`config.mk`:
```
export PLATFORM = sky130hd
export DESIGN_NAME = mcu_addr_remap
export DESIGN_NICKNAME = d
export VERILOG_FILES = /design/src/rtl/mar_pkg.sv /design/src/rtl/mar_code_map.sv /design/src/rtl/mar_data_map.sv /design/src/rtl/mar_out_stage.sv /design/src/rtl/mcu_addr_remap.sv
export SDC_FILE = /design/constraint.sdc
export NUM_CORES = 1
export LEC_CHECK = 0
export BUFFER_PORTS_ARGS = -buffer_cell sky130_fd_sc_hd__buf_2
export CAP_MARGIN = 20
export CORE_ASPECT_RATIO = 0.75
export CORE_UTILIZATION = 40
export CTS_BUF_LIST = sky130_fd_sc_hd__clkbuf_8
export DETAILED_ROUTE_END_ITERATION = 8
export MAX_ROUTING_LAYER = met4
export PLACE_DENSITY = 0.75
export SETUP_SLACK_MARGIN = 0.4
export SLEW_MARGIN = 25
export SYNTH_ARGS = -nofsm -noshare
export SYNTH_HDL_FRONTEND = slang
export SYNTH_SLANG_ARGS = --single-unit
```
`constraint.sdc`:
```
create_clock -name clk -period 3.5 [get_ports clk]
set_clock_uncertainty 0.2 [all_clocks]
set_input_delay 0 -clock clk [delete_from_list [all_inputs] [get_ports clk]]
set_output_delay 0 -clock clk [all_outputs]
set_load 0.01 [all_outputs]
```
`src/rtl/mar_pkg.sv`:
```
package mar_pkg;
   typedef enum logic [1:0] {
      WIN_NONE = 2'd0,
      WIN_IROM = 2'd1,
      WIN_XROM = 2'd2,
      WIN_XRAM = 2'd3
   } mar_win_e;

   typedef enum logic {
      KIND_CODE = 1'b0,
      KIND_DATA = 1'b1
   } mar_kind_e;
endpackage

```
`src/rtl/mar_code_map.sv`:
```
module mar_code_map
   import mar_pkg::*;
#(
   parameter int CPU_AW     = 16,
   parameter int SYS_AW     = 32,
   parameter int OFS_W      = 21,
   parameter int IOFS_W     = 5,
   parameter int GRAN_LG    = 11,
   parameter int IROM_BYTES = 8192,
   parameter logic [31:0] IROM_BASE = 32'h0520_0000
) (
   input  logic [CPU_AW-1:0] addr,
   input  logic              boot_int,
   input  logic [IOFS_W-1:0] irom_ofs,
   input  logic [OFS_W-1:0]  xrom_ofs,
   output logic [SYS_AW-1:0] sys_addr,
   output mar_win_e          win
);
   localparam logic [SYS_AW-1:0] IBASE_SYS = SYS_AW'(IROM_BASE);
   localparam logic [CPU_AW:0]   IROM_LIM  = (CPU_AW+1)'(IROM_BYTES);

   logic [SYS_AW-1:0] addr_ext;
   logic [SYS_AW-1:0] xrom_base;
   logic [SYS_AW-1:0] xrom_addr;

   assign addr_ext  = {{(SYS_AW-CPU_AW){1'b0}}, addr};
   assign xrom_base = {{(SYS_AW-OFS_W){1'b0}}, xrom_ofs} << GRAN_LG;
   assign xrom_addr = xrom_base + addr_ext;

   generate
      if (IROM_BYTES == 0) begin : g_no_irom
         assign sys_addr = xrom_addr;
         assign win      = WIN_XROM;
      end else begin : g_irom
         logic              in_irom;
         logic [SYS_AW-1:0] irom_base;
         logic [SYS_AW-1:0] irom_addr;

         assign in_irom   = boot_int && ({1'b0, addr} < IROM_LIM);
         assign irom_base = IBASE_SYS
                          + ({{(SYS_AW-IOFS_W){1'b0}}, irom_ofs} << GRAN_LG);
         assign irom_addr = irom_base + addr_ext;

         always_comb begin
            if (in_irom) begin
               sys_addr = irom_addr;
               win      = WIN_IROM;
            end else begin
               sys_addr = xrom_addr;
               win      = WIN_XROM;
            end
         end
      end
   endgenerate
endmodule

```
`src/rtl/mar_data_map.sv`:
```
module mar_data_map #(
   parameter int CPU_AW  = 16,
   parameter int SYS_AW  = 32,
   parameter int OFS_W   = 21,
   parameter int GRAN_LG = 11,
   parameter int PAGE_W  = 16,
   parameter int PAGE_LG = 16
) (
   input  logic [CPU_AW-1:0] addr,
   input  logic [OFS_W-1:0]  xram_ofs,
   input  logic [PAGE_W-1:0] page,
   output logic [SYS_AW-1:0] sys_addr
);
   logic [SYS_AW-1:0] reg_base;
   logic [SYS_AW-1:0] page_base;

   assign reg_base  = {{(SYS_AW-OFS_W){1'b0}}, xram_ofs} << GRAN_LG;
   assign page_base = {{(SYS_AW-PAGE_W){1'b0}}, page} << PAGE_LG;
   assign sys_addr  = reg_base + page_base + {{(SYS_AW-CPU_AW){1'b0}}, addr};
endmodule

```
`src/rtl/mar_out_stage.sv`:
```
module mar_out_stage
   import mar_pkg::*;
#(
   parameter int SYS_AW = 32
) (
   input  logic              clk,
   input  logic              rst_n,
   input  logic              load,
   input  logic [SYS_AW-1:0] nxt_addr,
   input  mar_win_e          nxt_win,
   output logic              q_valid,
   output logic [SYS_AW-1:0] q_addr,
   output mar_win_e          q_win
);
   always_ff @(posedge clk or negedge rst_n) begin
      if (!rst_n) begin
         q_valid <= 1'b0;
         q_addr  <= '0;
         q_win   <= WIN_NONE;
      end else begin
         q_valid <= load;
         if (load) begin
            q_addr <= nxt_addr;
            q_win  <= nxt_win;
         end
      end
   end
endmodule

```
`src/rtl/mcu_addr_remap.sv`:
```
module mcu_addr_remap
   import mar_pkg::*;
#(
   parameter int CPU_AW     = 16,
   parameter int SYS_AW     = 32,
   parameter int OFS_W      = 21,
   parameter int IOFS_W     = 5,
   parameter int GRAN_LG    = 11,
   parameter int PAGE_LG    = 16,
   parameter int IROM_BYTES = 8192,
   parameter logic [31:0] IROM_BASE = 32'h0520_0000
) (
   input  logic              clk,
   input  logic              rst_n,
   input  logic              req_valid,
   input  logic              req_kind,
   input  logic [CPU_AW-1:0] cpu_addr,
   input  logic              map_en,
   input  logic              boot_int,
   input  logic [IOFS_W-1:0] irom_ofs,
   input  logic [OFS_W-1:0]  xrom_ofs,
   input  logic [OFS_W-1:0]  xram_ofs,
   input  logic [7:0]        page_lo,
   input  logic [7:0]        page_hi,
   output logic              out_valid,
   output logic [SYS_AW-1:0] out_addr,
   output logic [1:0]        out_win
);
   localparam int PAGE_W = 16;

   generate
      if (SYS_AW < CPU_AW || SYS_AW < OFS_W + 1 || SYS_AW > 32) begin : g_bad_aw
         $error("mcu_addr_remap: SYS_AW out of range");
      end
      if (IROM_BYTES < 0 || IROM_BYTES > (1 << CPU_AW)) begin : g_bad_irom
         $error("mcu_addr_remap: IROM_BYTES exceeds CPU space");
      end
      if (GRAN_LG >= SYS_AW || PAGE_LG >= SYS_AW) begin : g_bad_gran
         $error("mcu_addr_remap: granularity too coarse");
      end
   endgenerate

   logic [SYS_AW-1:0] code_addr;
   mar_win_e          code_win;
   logic [SYS_AW-1:0] data_addr;
   logic [SYS_AW-1:0] sel_addr;
   mar_win_e          sel_win;
   mar_win_e          q_win;

   mar_code_map #(
      .CPU_AW(CPU_AW), .SYS_AW(SYS_AW), .OFS_W(OFS_W), .IOFS_W(IOFS_W),
      .GRAN_LG(GRAN_LG), .IROM_BYTES(IROM_BYTES), .IROM_BASE(IROM_BASE)
   ) u_code (
      .addr(cpu_addr), .boot_int(boot_int), .irom_ofs(irom_ofs),
      .xrom_ofs(xrom_ofs), .sys_addr(code_addr), .win(code_win)
   );

   mar_data_map #(
      .CPU_AW(CPU_AW), .SYS_AW(SYS_AW), .OFS_W(OFS_W), .GRAN_LG(GRAN_LG),
      .PAGE_W(PAGE_W), .PAGE_LG(PAGE_LG)
   ) u_data (
      .addr(cpu_addr), .xram_ofs(xram_ofs), .page({page_hi, page_lo}),
      .sys_addr(data_addr)
   );

   always_comb begin
      if (!map_en) begin
         sel_addr = {{(SYS_AW-CPU_AW){1'b0}}, cpu_addr};
         sel_win  = WIN_NONE;
      end else if (req_kind == KIND_DATA) begin
         sel_addr = data_addr;
         sel_win  = WIN_XRAM;
      end else begin
         sel_addr = code_addr;
         sel_win  = code_win;
      end
   end

   mar_out_stage #(.SYS_AW(SYS_AW)) u_out (
      .clk(clk), .rst_n(rst_n), .load(req_valid),
      .nxt_addr(sel_addr), .nxt_win(sel_win),
      .q_valid(out_valid), .q_addr(out_addr), .q_win(q_win)
   );

   assign out_win = q_win;
endmodule

```
==> out/metrics.cfg, run 1 <==
[timing]
maxSlewViolCount=0
grt_setup_unrepaired=no
final.period_utilization_pct=83.8
setup_tns_ps=0
setup_violations=0
tightest_slew_ps=784
fmax_ghz=0.341
finalWorstPathRequiredPeriod_ps=2930
slew_headroom_pct=47.7
hold_viol_final=0

[cells_and_area]
number_of_inserted_filler_cells_in_the_final_layout=712
synthToLayoutAreaGrowth_pct=37.4
finish.utilization_pct=57.0
stdcell_area_mm2=0.00451
design.final.nets=644
n_antenna_cell=0
layout.cells.most_common=sky130_fd_sc_hd__buf_2
layout.cells.most_common_list=119 x sky130_fd_sc_hd__buf_2, 43 x sky130_fd_sc_hd__dlygate4sd3_1, 36 x sky130_fd_sc_hd__a21oi_1
register_area_um2=876
area_taken_by_multi_input_logic_gates_mm2=0.00232
drive_gt1_share_pct=29.2

[power]
part_of_the_total_power_dissipated_in_combinational_logic_pct=40.6
power.share.sequential_pct=33.3
cellLeakagePower_nw=2.10
post-layout-total-power_mw=1.44
power.net_switching_mw=0.479
fraction_of_power_consumed_by_the_clock_network_pct=26.1
power_density_mw_per_mm2=318
power.switching_fraction_pct=33.4
max-vdd-ir-drop_v=0.000213
internal_power_mw=0.956

[synthesis]
syn-num-nets=489
top_cells_by_area_synth=sky130_fd_sc_hd__dfrtp_1 27%, sky130_fd_sc_hd__ha_1 11%, sky130_fd_sc_hd__a21oi_1 5.5%, sky130_fd_sc_hd__xnor2_1 4.8%, sky130_fd_sc_hd__xor2_1 4.3%
yosysSeqAreaShare_pct=26.7
register_bit_total_from_synthesis=35
post-synth-top-area-cell=sky130_fd_sc_hd__dfrtp_1
synth_cell_types=66
synth.top_cell.area_share_pct=26.7
synthFlopType=sky130_fd_sc_hd__dfrtp_1
area_of_the_mapped_netlist_mm2=0.00328
yosysWarningCount=0
async_flop_share_pct=100
post_synth_inst_count=371
syn-mean-instance-area_um2=8.85
number_of_enable_type_register_cells_in_the_synthesized_netlist=0

[detailed_routing]
detail_route.iter0.violations=188
totalWireLength_mm=9.74
post_drt_wl_per_cell_um=15.4
firstDrtPassIters=4
antenna_left=0
route.vias.total=3459
detailed_route_vias_per_instance=5.47
post-route-drc-count=0

[grt]
grt_util_all_layers_pct=23.9
first_global_vias=3303
grt_max_degree=36
grt_first_pass_wirelength_mm=15.6
globalRoute.totalOverflow=0
initial_antenna_violation_count=0

[worst_setup_path]
regToRegStartpoint=u_out.q_addr[9]
setup.worst_path.class=input pin to register
max_stage_delay_ps=540
critPathLaunch=cpu_addr[11]
worst_path_max_delay_cell=sky130_fd_sc_hd__dlygate4sd3_1
timing.critical_path.arrival_ps=2880
cp_endpoint_kind=register
crit_required_ps=3450
worstSetupStartpointType=input pin
cp_cell_sequence=dlygate4sd3_1, buf_2, ha_1, fa_1, a21oi_1, nor2b_1, a311o_1, a31oi_1, o21ai_0, mux2i_1, o21ai_0
crit_fanout=4
cpMostUsedCell=sky130_fd_sc_hd__o21ai_0

[floorplanning]
dieHeight_um=80.4
die-width_um=107
num_rows=28
placeableCoreArea_mm2=0.00792
io_pins=120
die_area_mm2=0.00857
start_util_pct=41.5

[run_status]
run_status=completed

[clocking]
cts_root_buf=sky130_fd_sc_hd__clkbuf_8
number_of_buffers_inserted_by_post_cts_setup_repair=0
number_of_cts_inserted_buffers=5
htree_levels=2
clock-sinks=35
tritoncts=yes
cts_max_path_buffers=2
clock_insertion_delay_worst_skew_ps=290
cts_resized=0
clkSlewWorstSetupHoldPaths_ps=70

[hold_path]
min_path_type=input pin to register
worstHoldStart=xrom_ofs[15]

[placed_design]
hpwl_detailed_mm=7.36
io_buffer_count=119
gpl.final_weighted_congestion=0.922
detailed_place.area_mm2=0.00396

[flow_run]
drv.max_cap_violation_count=0

-- per-stage QoR --
step,cells,setup WS [ps],hold slack (ps)
floorplan,371,1270,-496
global placement,581,899,-94.9
detailed placement,581,843,-84.3
CTS,632,603,5.93
global route,632,410,41.8
finish,632,568,22.7
-- synthesized netlist by cell type, types with 4 or more instances --
library cell and number:
sky130_fd_sc_hd__o21ai_0 21, sky130_fd_sc_hd__a21o_1 8, sky130_fd_sc_hd__nor3_1 5, sky130_fd_sc_hd__nand2_1 34
sky130_fd_sc_hd__nor2b_1 8, sky130_fd_sc_hd__o21a_1 4, sky130_fd_sc_hd__o221ai_1 4, sky130_fd_sc_hd__xnor2_1 18
sky130_fd_sc_hd__clkbuf_1 10, sky130_fd_sc_hd__dfrtp_1 35, sky130_fd_sc_hd__nand3_1 13, sky130_fd_sc_hd__a21oi_1 36
sky130_fd_sc_hd__a22oi_1 4, sky130_fd_sc_hd__and4_1 4, sky130_fd_sc_hd__xor2_1 16, sky130_fd_sc_hd__inv_1 6
sky130_fd_sc_hd__nor2_1 22, sky130_fd_sc_hd__mux2i_1 8, sky130_fd_sc_hd__a211oi_1 4, sky130_fd_sc_hd__ha_1 30
sky130_fd_sc_hd__mux2_2 12
-- final cells by class --
type	count	share of cell area [%]
multi-input cells	313	51.4
repair buffers	164	23.1
flip-flops and latches	35	19.4
well taps	105	2.91
clock buffers	6	1.83
clock inverters	2	0.777
inverters	7	0.583
-- flip-flops by register name (all words and copies together), names as in the netlist --
name           cells
u_out.q_addr      32
u_out.q_valid      1
u_out.q_win        2
-- worst max-delay path, delay by kind of cell --
kind	cells	cell delay, ps
buffers and inverters	2	690
adders and majority gates	2	690
and+or+nand+nor	1	70
AOI/OAI and AO/OA	5	1270
muxes	1	170
-- per-layer routing --
metal	share of wire, %	GRT usage, %
met5	0	-
met4	1.5	6.58
met3	8.4	3.33
met2	43	36.6
met1	47	33.0
-- power groups by stage --
stage	clock network (mW)	registers, mW	logic, mW
2_1_floorplan	0	0.505	0.314
3_3_place_gp	0	0.484	0.516
3_5_place_dp	0	0.485	0.527
4_1_cts	0.382	0.478	0.575
5_1_grt	0.399	0.483	0.643
6_report	0.375	0.478	0.582
-- path summary, 6_finish.rpt --
check	to	slack, ps	depth (start not counted)
max	u_out.q_addr[31]	570	11
min	u_out.q_addr[26]	20	4
max reg2reg	u_out.q_addr[9]	1950	2
min reg2reg	u_out.q_addr[26]	280	1
max in group asynchronous	u_out.q_addr[27]	2470	2
min in group asynchronous	u_out.q_addr[1]	130	2
-- timing repair --
item                                    in CTS  in global routing
hold buffers                                43                  0
endpoints found under the setup margin       0                  0
endpoints found under the hold margin       64                  0
-- logic make-up (layout without fill, tap and decap cells) --
| family | Yosys count | after routing | synth area share, % |
|---|---|---|---|
| AOI/OAI and AO/OA | 118 | 118 | 24.6 |
| xor gates and xnor gates | 34 | 34 | 9.07 |
| adders and majority gates | 33 | 33 | 13.3 |
| buffers and inverters | 23 | 179 | 2.86 |
| DFF | 35 | 35 | 26.7 |
| muxes | 21 | 21 | 7.01 |
| and+or+nand+nor | 107 | 107 | 16.5 |
Note: power is estimated with default switching activity, not from simulation.
==> run 2: changes to the inputs <==
--- a/config.mk
+++ b/config.mk
@@ -5,6 +5,7 @@
 export SDC_FILE = /design/constraint.sdc
 export NUM_CORES = 1
 export LEC_CHECK = 0
+export ABC_AREA = 1
 export BUFFER_PORTS_ARGS = -buffer_cell sky130_fd_sc_hd__buf_2
 export CAP_MARGIN = 20
 export CORE_ASPECT_RATIO = 0.75
@@ -12,7 +13,7 @@
 export CTS_BUF_LIST = sky130_fd_sc_hd__clkbuf_8
 export DETAILED_ROUTE_END_ITERATION = 8
 export MAX_ROUTING_LAYER = met4
-export PLACE_DENSITY = 0.75
+export PLACE_DENSITY = 0.73
 export SETUP_SLACK_MARGIN = 0.4
 export SLEW_MARGIN = 25
 export SYNTH_ARGS = -nofsm -noshare
==> constraint.sdc (replaced) <==
create_clock -name clk -period 2.75 [get_ports clk]
set_clock_uncertainty 0.2 [all_clocks]
set_input_delay 0 -clock clk [delete_from_list [all_inputs] [get_ports clk]]
set_output_delay 0 -clock clk [all_outputs]
set_load 0.01 [all_outputs]
==> run 2 against run 1 <==
Net effect: the run now ends with negative hold slack left; utilization shrank 0.29 points; critical path type unchanged; critical path depth is the same; largest power group unchanged; non-clock buffer count grew 6.
==> out/metrics.cfg, run 2 <==
[floorplanning]
io_pins=120  ; unchanged
die-width_um=114  ; was 107 um
start_util_pct=41.5  ; about the same
placeableCoreArea_mm2=0.00908  ; was 0.00792 mm^2
num_rows=30  ; was 28
dieHeight_um=86.1  ; was 80.4 um
die_area_mm2=0.00983  ; was 0.00857 mm^2

[worst_setup_path]
timing.critical_path.arrival_ps=2250  ; was 2880 ps
cp_cell_sequence=dlygate4sd3_1, buf_2, ha_2, inv_1, o21ai_2, xor2_1, nand2_1, nand3_1, nand3_1, a21oi_2, dlygate4sd3_1  ; was dlygate4sd3_1, buf_2, ha_1, fa_1, a21oi_1, nor2b_1, a311o_1, a31oi_1, o21ai_0, mux2i_1, o21ai_0
cp_endpoint_kind=register  ; unchanged
setup.reg_to_reg.worst_slack_ps=1330  ; was 1950 ps
regToRegStartpoint=u_out.q_addr[14]  ; was u_out.q_addr[9]
worst_r2r_endpoint=u_out.q_addr[14]  ; was u_out.q_addr[9]
max_stage_delay_ps=570  ; was 540 ps
worstSetupStartpointType=input pin  ; unchanged
setup.worst_path.class=input pin to register  ; unchanged
worst_path_max_delay_cell=sky130_fd_sc_hd__dlygate4sd3_1  ; unchanged
cp_num_buf_inv=4  ; was 2
crit_required_ps=2780  ; was 3450 ps
crit_fanout=4  ; unchanged
cp_top_family=buffers and inverters  ; was compound AO/OA/AOI/OAI gates
reg2regPathDepth=3  ; was 2

[synthesis]
synth_fa_ha_area_share_pct=11.5  ; was 13.3%
async_flop_share_pct=100  ; unchanged
syn-mean-instance-area_um2=5.91  ; was 8.85 um^2
yosys-top-cells-count=267 x sky130_fd_sc_hd__nand2_1, 73 x sky130_fd_sc_hd__inv_1, 71 x sky130_fd_sc_hd__nand3_1, 45 x sky130_fd_sc_hd__nor2_1, 35 x sky130_fd_sc_hd__dfrtp_1  ; was 36 x sky130_fd_sc_hd__a21oi_1, 35 x sky130_fd_sc_hd__dfrtp_1, 34 x sky130_fd_sc_hd__nand2_1, 30 x sky130_fd_sc_hd__ha_1, 22 x sky130_fd_sc_hd__nor2_1
register_bit_total_from_synthesis=35  ; unchanged
yosysSeqAreaShare_pct=23.2  ; was 26.7%
synth_cell_types=32  ; was 66
top_cells_by_area_synth=sky130_fd_sc_hd__nand2_1 27%, sky130_fd_sc_hd__dfrtp_1 23%, sky130_fd_sc_hd__ha_1 9.9%, sky130_fd_sc_hd__nand3_1 9.4%, sky130_fd_sc_hd__inv_1 7.3%  ; was sky130_fd_sc_hd__dfrtp_1 27%, sky130_fd_sc_hd__ha_1 11%, sky130_fd_sc_hd__a21oi_1 5.5%, sky130_fd_sc_hd__xnor2_1 4.8%, sky130_fd_sc_hd__xor2_1 4.3%
synth_simple_gate_area_share_pct=45.3  ; was 16.5%
post-synth-top-area-cell=sky130_fd_sc_hd__nand2_1  ; was sky130_fd_sc_hd__dfrtp_1
synthXorXnorAreaFrac_pct=1.62  ; was 9.07%
syn-num-nets=756  ; was 489
synth.top_cell.area_share_pct=26.6  ; was 26.7%
post_synth_inst_count=638  ; was 371
synthMostInstantiatedCell=sky130_fd_sc_hd__nand2_1  ; was sky130_fd_sc_hd__a21oi_1
synthesized_area_fraction_occupied_by_ao_oa_aoi_and_oai_cells_pct=9.12  ; was 24.6%
synthFlopType=sky130_fd_sc_hd__dfrtp_1  ; unchanged
yosysWarningCount=0  ; unchanged
area_of_the_mapped_netlist_mm2=0.00377  ; was 0.00328 mm^2
yosys-mux-area-fraction_pct=0  ; was 7.01%
synth_top_family_by_area=simple AND/OR/NAND/NOR gates  ; was compound AO/OA/AOI/OAI gates
number_of_enable_type_register_cells_in_the_synthesized_netlist=0  ; unchanged

[clocking]
clkSlewWorstSetupHoldPaths_ps=80  ; was 70 ps
number_of_buffers_inserted_by_post_cts_setup_repair=0  ; unchanged
cts_max_path_buffers=2  ; unchanged
tritoncts=yes  ; unchanged
htree_levels=2  ; unchanged
cts_root_buf=sky130_fd_sc_hd__clkbuf_8  ; unchanged
clock_insertion_delay_worst_skew_ps=290  ; about the same
clock-sinks=35  ; unchanged
number_of_cts_inserted_buffers=5  ; unchanged

[detailed_routing]
firstDrtPassIters=5  ; was 4
detailed_route_vias_per_instance=5.03  ; was 5.47
totalWireLength_mm=12.9  ; was 9.74 mm
route.vias.total=4691  ; was 3459
post-route-drc-count=0  ; unchanged
detail_route.iter0.violations=341  ; was 188
post_drt_wl_per_cell_um=13.8  ; was 15.4 um
antenna_left=0  ; unchanged

[cells_and_area]
regMostFlops=u_out.q_addr  ; unchanged
layout.cells.most_common=sky130_fd_sc_hd__nand2_1  ; was sky130_fd_sc_hd__buf_2
layout.cells.most_common_list=266 x sky130_fd_sc_hd__nand2_1, 119 x sky130_fd_sc_hd__buf_2, 73 x sky130_fd_sc_hd__inv_1  ; was 119 x sky130_fd_sc_hd__buf_2, 43 x sky130_fd_sc_hd__dlygate4sd3_1, 36 x sky130_fd_sc_hd__a21oi_1
design.final.nets=922  ; was 644
area_taken_by_multi_input_logic_gates_mm2=0.00258  ; was 0.00232 mm^2
synthToLayoutAreaGrowth_pct=36.4  ; was 37.4%
register_area_um2=876  ; unchanged
number_of_inserted_filler_cells_in_the_final_layout=925  ; was 712
finish.utilization_pct=56.7  ; was 57.0%
drive_gt1_share_pct=19.4  ; was 29.2%
n_antenna_cell=0  ; unchanged
layout_top_registers=u_out.q_addr (32), u_out.q_win (2), u_out.q_valid (1)  ; unchanged
flip_flop_count_of_the_largest_register_after_layout=32  ; unchanged

[timing]
fin_worst_hold_slack_ps=-3.33  ; was 22.7 ps
finalWorstPathRequiredPeriod_ps=2220
maxSlewViolCount=0  ; unchanged
setup_violations=0  ; unchanged
slew_headroom_pct=44.8  ; was 47.7%
grt_setup_unrepaired=no  ; unchanged
fmax_ghz=0.449
setup_tns_ps=0  ; unchanged
hold_viol_final=1  ; was 0
final.period_utilization_pct=80.9
tightest_slew_ps=828  ; was 784 ps

[placed_design]
gpl.final_weighted_congestion=0.929  ; was 0.922
hpwl_detailed_mm=9.98  ; was 7.36 mm
io_buffer_count=119  ; unchanged

[grt]
globalRoute.totalOverflow=0  ; unchanged
first_global_vias=4465  ; was 3303
grt_max_degree=36  ; unchanged
initial_antenna_violation_count=0  ; unchanged
grt_first_pass_wirelength_mm=20.8  ; was 15.6 mm
grt_util_all_layers_pct=27.7  ; was 23.9%

[hold_path]
worstHoldStart=irom_ofs[4]  ; was xrom_ofs[15]
min_path_type=input pin to register  ; unchanged
min_delay_path_depth=6  ; was 4
hold-path-endpoint=u_out.q_addr[16]  ; was u_out.q_addr[26]

[power]
cellLeakagePower_nw=2.95  ; was 2.10 nW
power_density_mw_per_mm2=378  ; was 318 mW/mm^2
max-vdd-ir-drop_v=0.000244  ; was 0.000213 V

[flow_run]
drv.max_cap_violation_count=0  ; unchanged

[run_status]
run_status=finished with violations  ; was completed
violations_in_the_final_reports=negative hold slack

==> run 2: cell count changes after synthesis, sizes merged, moves of 13 or more <==
cell | before | now
xnor2 | 18 | 3
nor2 | 22 | 46
mux2 | 13 | 0
nand2 | 34 | 272
inv | 6 | 79
nand3 | 13 | 71
==> run 2: repair_timing <==
action / CTS / global route
hold buffers: 47 / 0
endpoints found under the hold margin: 70 / 0
gates resized for setup: 0 / 9
endpoints found under the setup margin: 0 / 8
==> run 2: worst min-delay path: cells and delay by family <==
kind            cells  cell delay (ps)
fa+ha+maj           1              120
buf+inv             1               80
simple gates        3              180
compound gates      1               80
==> run 2: worst max-delay path by stage <==
| stage | endpoint | slack, ps | start | cells past startpoint |
|---|---|---|---|---|
| floorplan | u_out.q_addr[17] | 980 | cpu_addr[11] | 11 |
| global placement | u_out.q_addr[19] | 700 | cpu_addr[11] | 11 |
| detailed placement | u_out.q_addr[19] | 640 | cpu_addr[11] | 11 |
| CTS | u_out.q_addr[19] | 410 | cpu_addr[11] | 12 |
| global route | u_out.q_addr[14] | 400 | cpu_addr[11] | 11 |
| finish | u_out.q_addr[14] | 530 | cpu_addr[11] | 11 |
==> run 2: layer usage <==
layer / track usage (%) / vias up / part of all wire (%)
li1: - / 2365 / -
met1: 37.2 / 2117 / 48
met2: 43.7 / 183 / 43
met3: 4.10 / 26 / 6.8
met4: 6.73 / 0 / 2.0
met5: - / - / 0
==> run 2: metrics by stage <==
stage / hold WS [ps] / area, um^2 / power (mW) / cells / setup WS, ps
5_1_grt: 41.4 / 5150 / 2.06 / 933 / 402
4_1_cts: 2.42 / 5120 / 1.93 / 933 / 410
3_5_place_dp: -54.4 / 4510 / 1.30 / 878 / 638
2_1_floorplan: -496 / 3770 / 1.04 / 638 / 984
3_3_place_gp: -73.8 / 4510 / 1.29 / 878 / 696
6_report: -3.33 / 5150 / 1.94 / 933 / 525
==> run 2: cells by family (layout without fill, tap and decap cells) <==
| group | after synthesis | in the layout |
|---|---|---|
| flops | 35 | 35 |
| fa+ha+maj | 33 | 33 |
| buf+inv | 92 | 259 |
| compound gates | 60 | 60 |
| simple gates | 411 | 411 |
| xor+xnor | 7 | 7 |
==> run 2: area by class of cell <==
type,count,area share (%)
Inverter,81,5.91
Clock inverter,3,1.31
Timing Repair Buffer,170,21.3
Sequential cell,35,17.0
Clock buffer,5,1.34
Tap cell,128,3.11
Multi-Input combinational cell,511,50.0
==> run 2: where the power goes <==
part	switching (mW)	internal, mW
sequential	0.0313	0.567
clock	0.217	0.362
combinational	0.454	0.313
total	0.702	1.24
